## src/rtl/simd_wb_pkg.sv

```systemverilog
package simd_wb_pkg;
    localparam int unsigned LANE_W    = 64;
    localparam int unsigned MAX_LANES = 8;
    localparam int unsigned FLAG_W    = 2;
    localparam int unsigned VSEL_W    = 2;
    localparam int unsigned VEC_W     = LANE_W * MAX_LANES;

    typedef enum logic [1:0] {
        LOP_INC  = 2'd0,
        LOP_PASS = 2'd1
    } lane_op_e;

    typedef struct packed {
        logic              valid;
        logic [VEC_W-1:0]  dst;
        logic [FLAG_W-1:0] flags;
    } wb_state_t;
endpackage

```

## src/rtl/simd_lane_op.sv

```systemverilog
module simd_lane_op
    import simd_wb_pkg::*;
#(
    parameter int unsigned W  = LANE_W,
    parameter int unsigned FW = FLAG_W,
    parameter lane_op_e    OP = LOP_INC
) (
    input  logic [W-1:0]  opnd,
    output logic [W-1:0]  res,
    output logic [FW-1:0] lflags
);
    generate
        if (OP == LOP_INC) begin : g_inc
            always_comb begin
                res       = opnd + W'(1);
                lflags    = '0;
                lflags[0] = &opnd;
                lflags[1] = opnd[W-1];
            end
        end else begin : g_pass
            always_comb begin
                res    = opnd;
                lflags = '0;
            end
        end
    endgenerate
endmodule

```

## src/rtl/simd_vlen_dec.sv

```systemverilog
module simd_vlen_dec
    import simd_wb_pkg::*;
#(
    parameter int unsigned NL = MAX_LANES,
    parameter int unsigned SW = VSEL_W
) (
    input  logic [SW-1:0] vlen_sel,
    output logic [NL-1:0] active
);
    logic [31:0] lane_cnt;

    always_comb begin
        lane_cnt = 32'd2 << vlen_sel;
        if (lane_cnt > NL) begin
            lane_cnt = NL;
        end
    end

    generate
        for (genvar j = 0; j < NL; j++) begin : g_act
            assign active[j] = (32'(j) < lane_cnt);
        end
    endgenerate
endmodule

```

## src/rtl/simd_lane_slice.sv

```systemverilog
module simd_lane_slice
    import simd_wb_pkg::*;
#(
    parameter int unsigned W  = LANE_W,
    parameter int unsigned FW = FLAG_W,
    parameter lane_op_e    OP = LOP_INC
) (
    input  logic [W-1:0]  own_elem,
    input  logic [W-1:0]  bcast_elem,
    input  logic [W-1:0]  old_elem,
    input  logic          use_bcast,
    input  logic          lane_active,
    input  logic          lane_wr,
    input  logic          zero_mode,
    output logic [W-1:0]  lane_next,
    output logic [FW-1:0] lane_flags
);
    logic [W-1:0]  opnd;
    logic [W-1:0]  res;
    logic [FW-1:0] lflags;

    assign opnd = use_bcast ? bcast_elem : own_elem;

    simd_lane_op #(.W(W), .FW(FW), .OP(OP)) u_op (
        .opnd   (opnd),
        .res    (res),
        .lflags (lflags)
    );

    always_comb begin
        if (!lane_active) begin
            lane_next  = '0;
            lane_flags = '0;
        end else if (lane_wr) begin
            lane_next  = res;
            lane_flags = lflags;
        end else begin
            lane_next  = zero_mode ? '0 : old_elem;
            lane_flags = '0;
        end
    end
endmodule

```

## src/rtl/simd_masked_wb.sv

```systemverilog
module simd_masked_wb
    import simd_wb_pkg::*;
#(
    parameter lane_op_e LANE_OP = LOP_INC
) (
    input  logic                 clk,
    input  logic                 rst_n,
    input  logic                 in_valid,
    input  logic [VEC_W-1:0]     src_vec,
    input  logic [LANE_W-1:0]    bcast_elem,
    input  logic [VEC_W-1:0]     old_dst,
    input  logic [MAX_LANES-1:0] kmask,
    input  logic [VSEL_W-1:0]    vlen_sel,
    input  logic                 mask_en,
    input  logic                 bcast_en,
    input  logic                 src_is_mem,
    input  logic                 zero_mode,
    output logic                 out_valid,
    output logic [VEC_W-1:0]     dst_vec,
    output logic [FLAG_W-1:0]    flags
);
    logic [MAX_LANES-1:0] active;
    logic [MAX_LANES-1:0] lane_wr;
    logic                 use_bcast;
    logic [VEC_W-1:0]     vec_next;
    logic [FLAG_W-1:0]    lane_flags [MAX_LANES];
    wb_state_t            st_d, st_q;

    simd_vlen_dec #(.NL(MAX_LANES), .SW(VSEL_W)) u_vdec (
        .vlen_sel (vlen_sel),
        .active   (active)
    );

    assign use_bcast = bcast_en & src_is_mem;
    assign lane_wr   = mask_en ? kmask : '1;

    generate
        for (genvar j = 0; j < MAX_LANES; j++) begin : g_lane
            simd_lane_slice #(.W(LANE_W), .FW(FLAG_W), .OP(LANE_OP)) u_slice (
                .own_elem    (src_vec[j*LANE_W +: LANE_W]),
                .bcast_elem  (bcast_elem),
                .old_elem    (old_dst[j*LANE_W +: LANE_W]),
                .use_bcast   (use_bcast),
                .lane_active (active[j]),
                .lane_wr     (lane_wr[j]),
                .zero_mode   (zero_mode),
                .lane_next   (vec_next[j*LANE_W +: LANE_W]),
                .lane_flags  (lane_flags[j])
            );
        end
    endgenerate

    always_comb begin
        st_d       = st_q;
        st_d.valid = in_valid;
        if (in_valid) begin
            st_d.dst   = vec_next;
            st_d.flags = '0;
            for (int j = 0; j < MAX_LANES; j++) begin
                st_d.flags = st_d.flags | lane_flags[j];
            end
        end
    end

    always_ff @(posedge clk) begin
        if (!rst_n) begin
            st_q <= '0;
        end else begin
            st_q <= st_d;
        end
    end

    assign out_valid = st_q.valid;
    assign dst_vec   = st_q.dst;
    assign flags     = st_q.flags;
endmodule

```

## config.mk

```make
export PLATFORM = sky130hd
export DESIGN_NAME = simd_masked_wb
export DESIGN_NICKNAME = d
export VERILOG_FILES = /design/src/rtl/simd_wb_pkg.sv /design/src/rtl/simd_lane_op.sv /design/src/rtl/simd_vlen_dec.sv /design/src/rtl/simd_lane_slice.sv /design/src/rtl/simd_masked_wb.sv
export SDC_FILE = /design/constraint.sdc
export NUM_CORES = 2
export LEC_CHECK = 0
export BUFFER_PORTS_ARGS = -buffer_cell sky130_fd_sc_hd__buf_2
export CAP_MARGIN = 20
export CORE_AREA = 3 3 638 640
export DETAILED_ROUTE_END_ITERATION = 10
export DIE_AREA = 0 0 641 643
export PLACE_DENSITY = 0.36
export RECOVER_POWER = 100
export SETUP_SLACK_MARGIN = 0.4
export SYNTH_ARGS = -nofsm -noshare
export SYNTH_HDL_FRONTEND = slang
export SYNTH_HIERARCHICAL = 1
export SYNTH_SLANG_ARGS = --single-unit
export TNS_END_PERCENT = 100
```

## constraint.sdc

```tcl
create_clock -name clk -period 3.1 [get_ports clk]
set_input_delay 0.155 -clock clk [delete_from_list [all_inputs] [get_ports clk]]
set_output_delay 0.155 -clock clk [all_outputs]
set_load 0.1 [all_outputs]
```

==> results.py <==
metrics = {
    "run_status": {
        "outcome": "complete, but fails checks",
        "violations": "max-capacitance violations, max-slew violations",
    },
    "sta": {
        "holdWs_ns": 0.0965,
        "clock.fmax_mhz": 350,
        "rsz0062_at_grt": "yes",
        "finalCriticalPeriod_ns": 2.86,
        "final-setup-viol-count": 0,
        "hold_violations": 0,
        "tightestPinTransition_ns": 1.90,
        "post-route-period-util": 0.922,
        "maxSlewViolCount": 33,
        "slew_headroom": -0.264,
        "skew_ns": 0,
    },
    "logic_synthesis": {
        "synth_seq_area_share": 0.234,
        "synth_warnings": 6,
        "ys_seq_elements": 515,
        "synth_edf_count": 0,
        "synthDominantCellAreaShare": 0.234,
        "async_reset_ff_frac": 0,
        "ys.flop_type": "dfxtp_1",
        "synth.top_cells.by_area": "dfxtp_1, mux2_2, mux2i_1, a32o_1, nor2b_1",
        "yosys.area.top_type": "dfxtp_1",
        "yosysMostFrequentCell": "dfxtp_1",
        "synth.avg_cell_area_um2": 9.39,
        "syn_area_um2": 44000,
        "ys_types": 40,
        "syn_inst": 4689,
        "synth_common_cells": "dfxtp_1, mux2_2, mux2i_1, nor2b_1, a32o_1",
    },
    "critical_path": {
        "cp_max_fo": 7,
        "arrival_ns": 3.60,
        "startpoint_type": "input port",
        "cp-end-kind": "register",
        "crit_type": "in -> reg",
        "required_ns": 3.84,
    },
    "route": {
        "routedWlPerCell_um": 35.2,
        "drt_iter0_markers": 5027,
        "drcViolationCount": 0,
        "vias": 55700,
        "dr.pass1.iters": 5,
        "vias_per_cell": 4.12,
        "ant_nets": 0,
        "wl_um": 476000,
    },
    "clocking": {
        "cts_tree": "yes",
        "clockBufferDepth": 4,
        "path_clk_slew_ns": 0.07,
        "h-tree-depth": 3,
        "cts_buffers": 81,
        "clock_latency_ns": 0.80,
        "cts_num_sinks": 515,
        "clockRootBuffer": "clkbuf_16",
    },
    "floorplan": {
        "io_pins": 1620,
        "initial_core_util": 0.110,
        "rows": 233,
        "die_w_um": 641,
        "fp.dieH_um": 643,
        "die_area_um2": 412000,
        "core_area_um2": 402000,
    },
    "finish": {
        "finish.net_count": 9112,
        "final_layout_size_suffix_gt1_frac": 0.407,
        "regArea_um2": 10300,
        "multi_input_area_um2": 31600,
        "fillCellCount": 45300,
        "syn2layout_area_growth_pct": 74.5,
    },
    "flow_run": {
        "maxCapViolCount": 10,
    },
    "pwr": {
        "internal-power_uw": 16800,
        "power_frac_clock": 0.333,
        "power_uw": 28900,
        "p_seq_frac": 0.248,
        "p_sw_uw": 12000,
        "comb_power_share": 0.419,
        "switching_share": 0.416,
        "ir_worst_vdd_mv": 0.381,
        "power_leakage_uw": 0.0310,
        "power.density_nw_per_um2": 376,
    },
    "grt": {
        "grt_max_degree": 118,
        "grt_antenna_before_repair": 412,
        "overflow": 0,
        "gr-usage-all-layers": 0.220,
        "grt_pass1_wl_um": 593000,
        "first_global_vias": 55100,
    },
    "placed_design": {
        "dp_hpwl_um": 410000,
        "port_buffers": 1619,
        "gp_congestion": 0.951,
    },
    "worst_hold_path": {
        "hold_path_class": "in -> reg",
    },
}
[cell type report]
| class | instances | share of cell area |
|---|---|---|
| antenna | 171 | 0.00557 |
| inverter | 72 | 0.00352 |
| multi-input combinational | 3749 | 0.411 |
| clock buffer | 114 | 0.0298 |
| clock inverter | 26 | 0.00399 |
| timing repair buffer | 3580 | 0.325 |
| tap | 5287 | 0.0861 |
| sequential | 515 | 0.134 |
[what timing repair did]
| action | in CTS | in global routing |
|---|---|---|
| setup buffers | 14 | 6 |
| setup endpoints to repair | 95 | 153 |
| gates cloned | 3 | 1 |
| pin swaps | 10 | 36 |
| gates resized for setup | 28 | 99 |
| hold endpoints to repair | 513 | 0 |
| hold buffers | 519 | 0 |
[state kept, by name, summed over array words and instances (netlist names)]
register   flops
flags          2
dst_vec      512
out_valid      1
[cell usage in the layout (no fill, tap or decap), drive strengths merged, types with 3 or more instances in the layout]
master       count
diode          171
ha               8
or4             16
nand4          192
bufbuf           3
a32o           504
buf           2411
clkbuf         761
clkinvlp         3
nor2           176
dlygate4sd3    519
mux2           512
nand3          176
and2            26
or2             17
and3            64
nand2          216
and4            16
and4bb           8
a31o             8
clkinv          12
xnor2          240
nor2b          512
or3             16
nand2b          16
mux2i          512
xor2           256
nor4           132
inv             78
dfxtp          515
nor3           120
bufinv           5
[stage by stage]
step	TNS [ns]	worst slack [ns]	area, µm²	utilization	instances
after floorplan	0	0.382	44300	-	4690
after detailed placement	-159.93	-1.07	69100	0.172	12700
after global placement	-150.38	-1.10	69100	0.172	12700
after CTS	0	0.380	77300	0.192	13300
final	0	0.240	76800	0.191	13500
after global routing	0	0.187	76600	0.191	13400
[worst paths after layout]
check | cells after the start | startpoint | slack, ns | end
setup / recovery | 19 | bcast_en | 0.24 | dst_vec[173]
setup reg to reg | 3 | dst_vec[204] | 1.88 | dst_vec[204]
hold / removal | 5 | old_dst[507] | 0.1 | dst_vec[507]
hold reg to reg | 2 | dst_vec[247] | 0.52 | dst_vec[247]
[routing by layer]
layer / GRT usage / routed length [µm]
met1: 0.257 / 185000
met3: 0.0789 / 47600
met2: 0.362 / 220000
met5: 0.00187 / 1370
met4: 0.0891 / 21700
[kinds of logic after synthesis]
family	Yosys count	share of synthesized area
other	1	0.0000851
adder cells (fa/ha/maj)	8	0.00227
AO/OA/AOI/OAI	516	0.117
buffers and inverters	426	0.0600
multiplexers	1024	0.247
AND/OR/NAND/NOR	1703	0.241
XOR/XNOR	496	0.0986
flip-flops	515	0.234
[power by group through the flow]
stage                     Combinational (µW)  Clock (µW)  Sequential (µW)
after floorplan                         3590           0             9590
after global placement                 11500           0             7290
after detailed placement               11500           0             7290
after CTS                              12300        9980             7150
after global routing                   12500       10100             7190
final                                  12100        9600             7160
[critical path: stages]
cell,delay (ns)
buf_12,0.12
and2_4,0.16
buf_12,0.13
bufbuf_16,0.29
buf_4,0.16
mux2_4,0.23
buf_4,0.12
nand3_1,0.15
nor4_1,0.35
clkbuf_1,0.23
buf_4,0.18
nand4_1,0.16
clkbuf_1,0.25
nor2_2,0.19
xor2_1,0.11
buf_4,0.15
a32o_1,0.21
mux2i_1,0.15
nor2b_1,0.06
No activity file was read; power rests on OpenSTA's default activity.
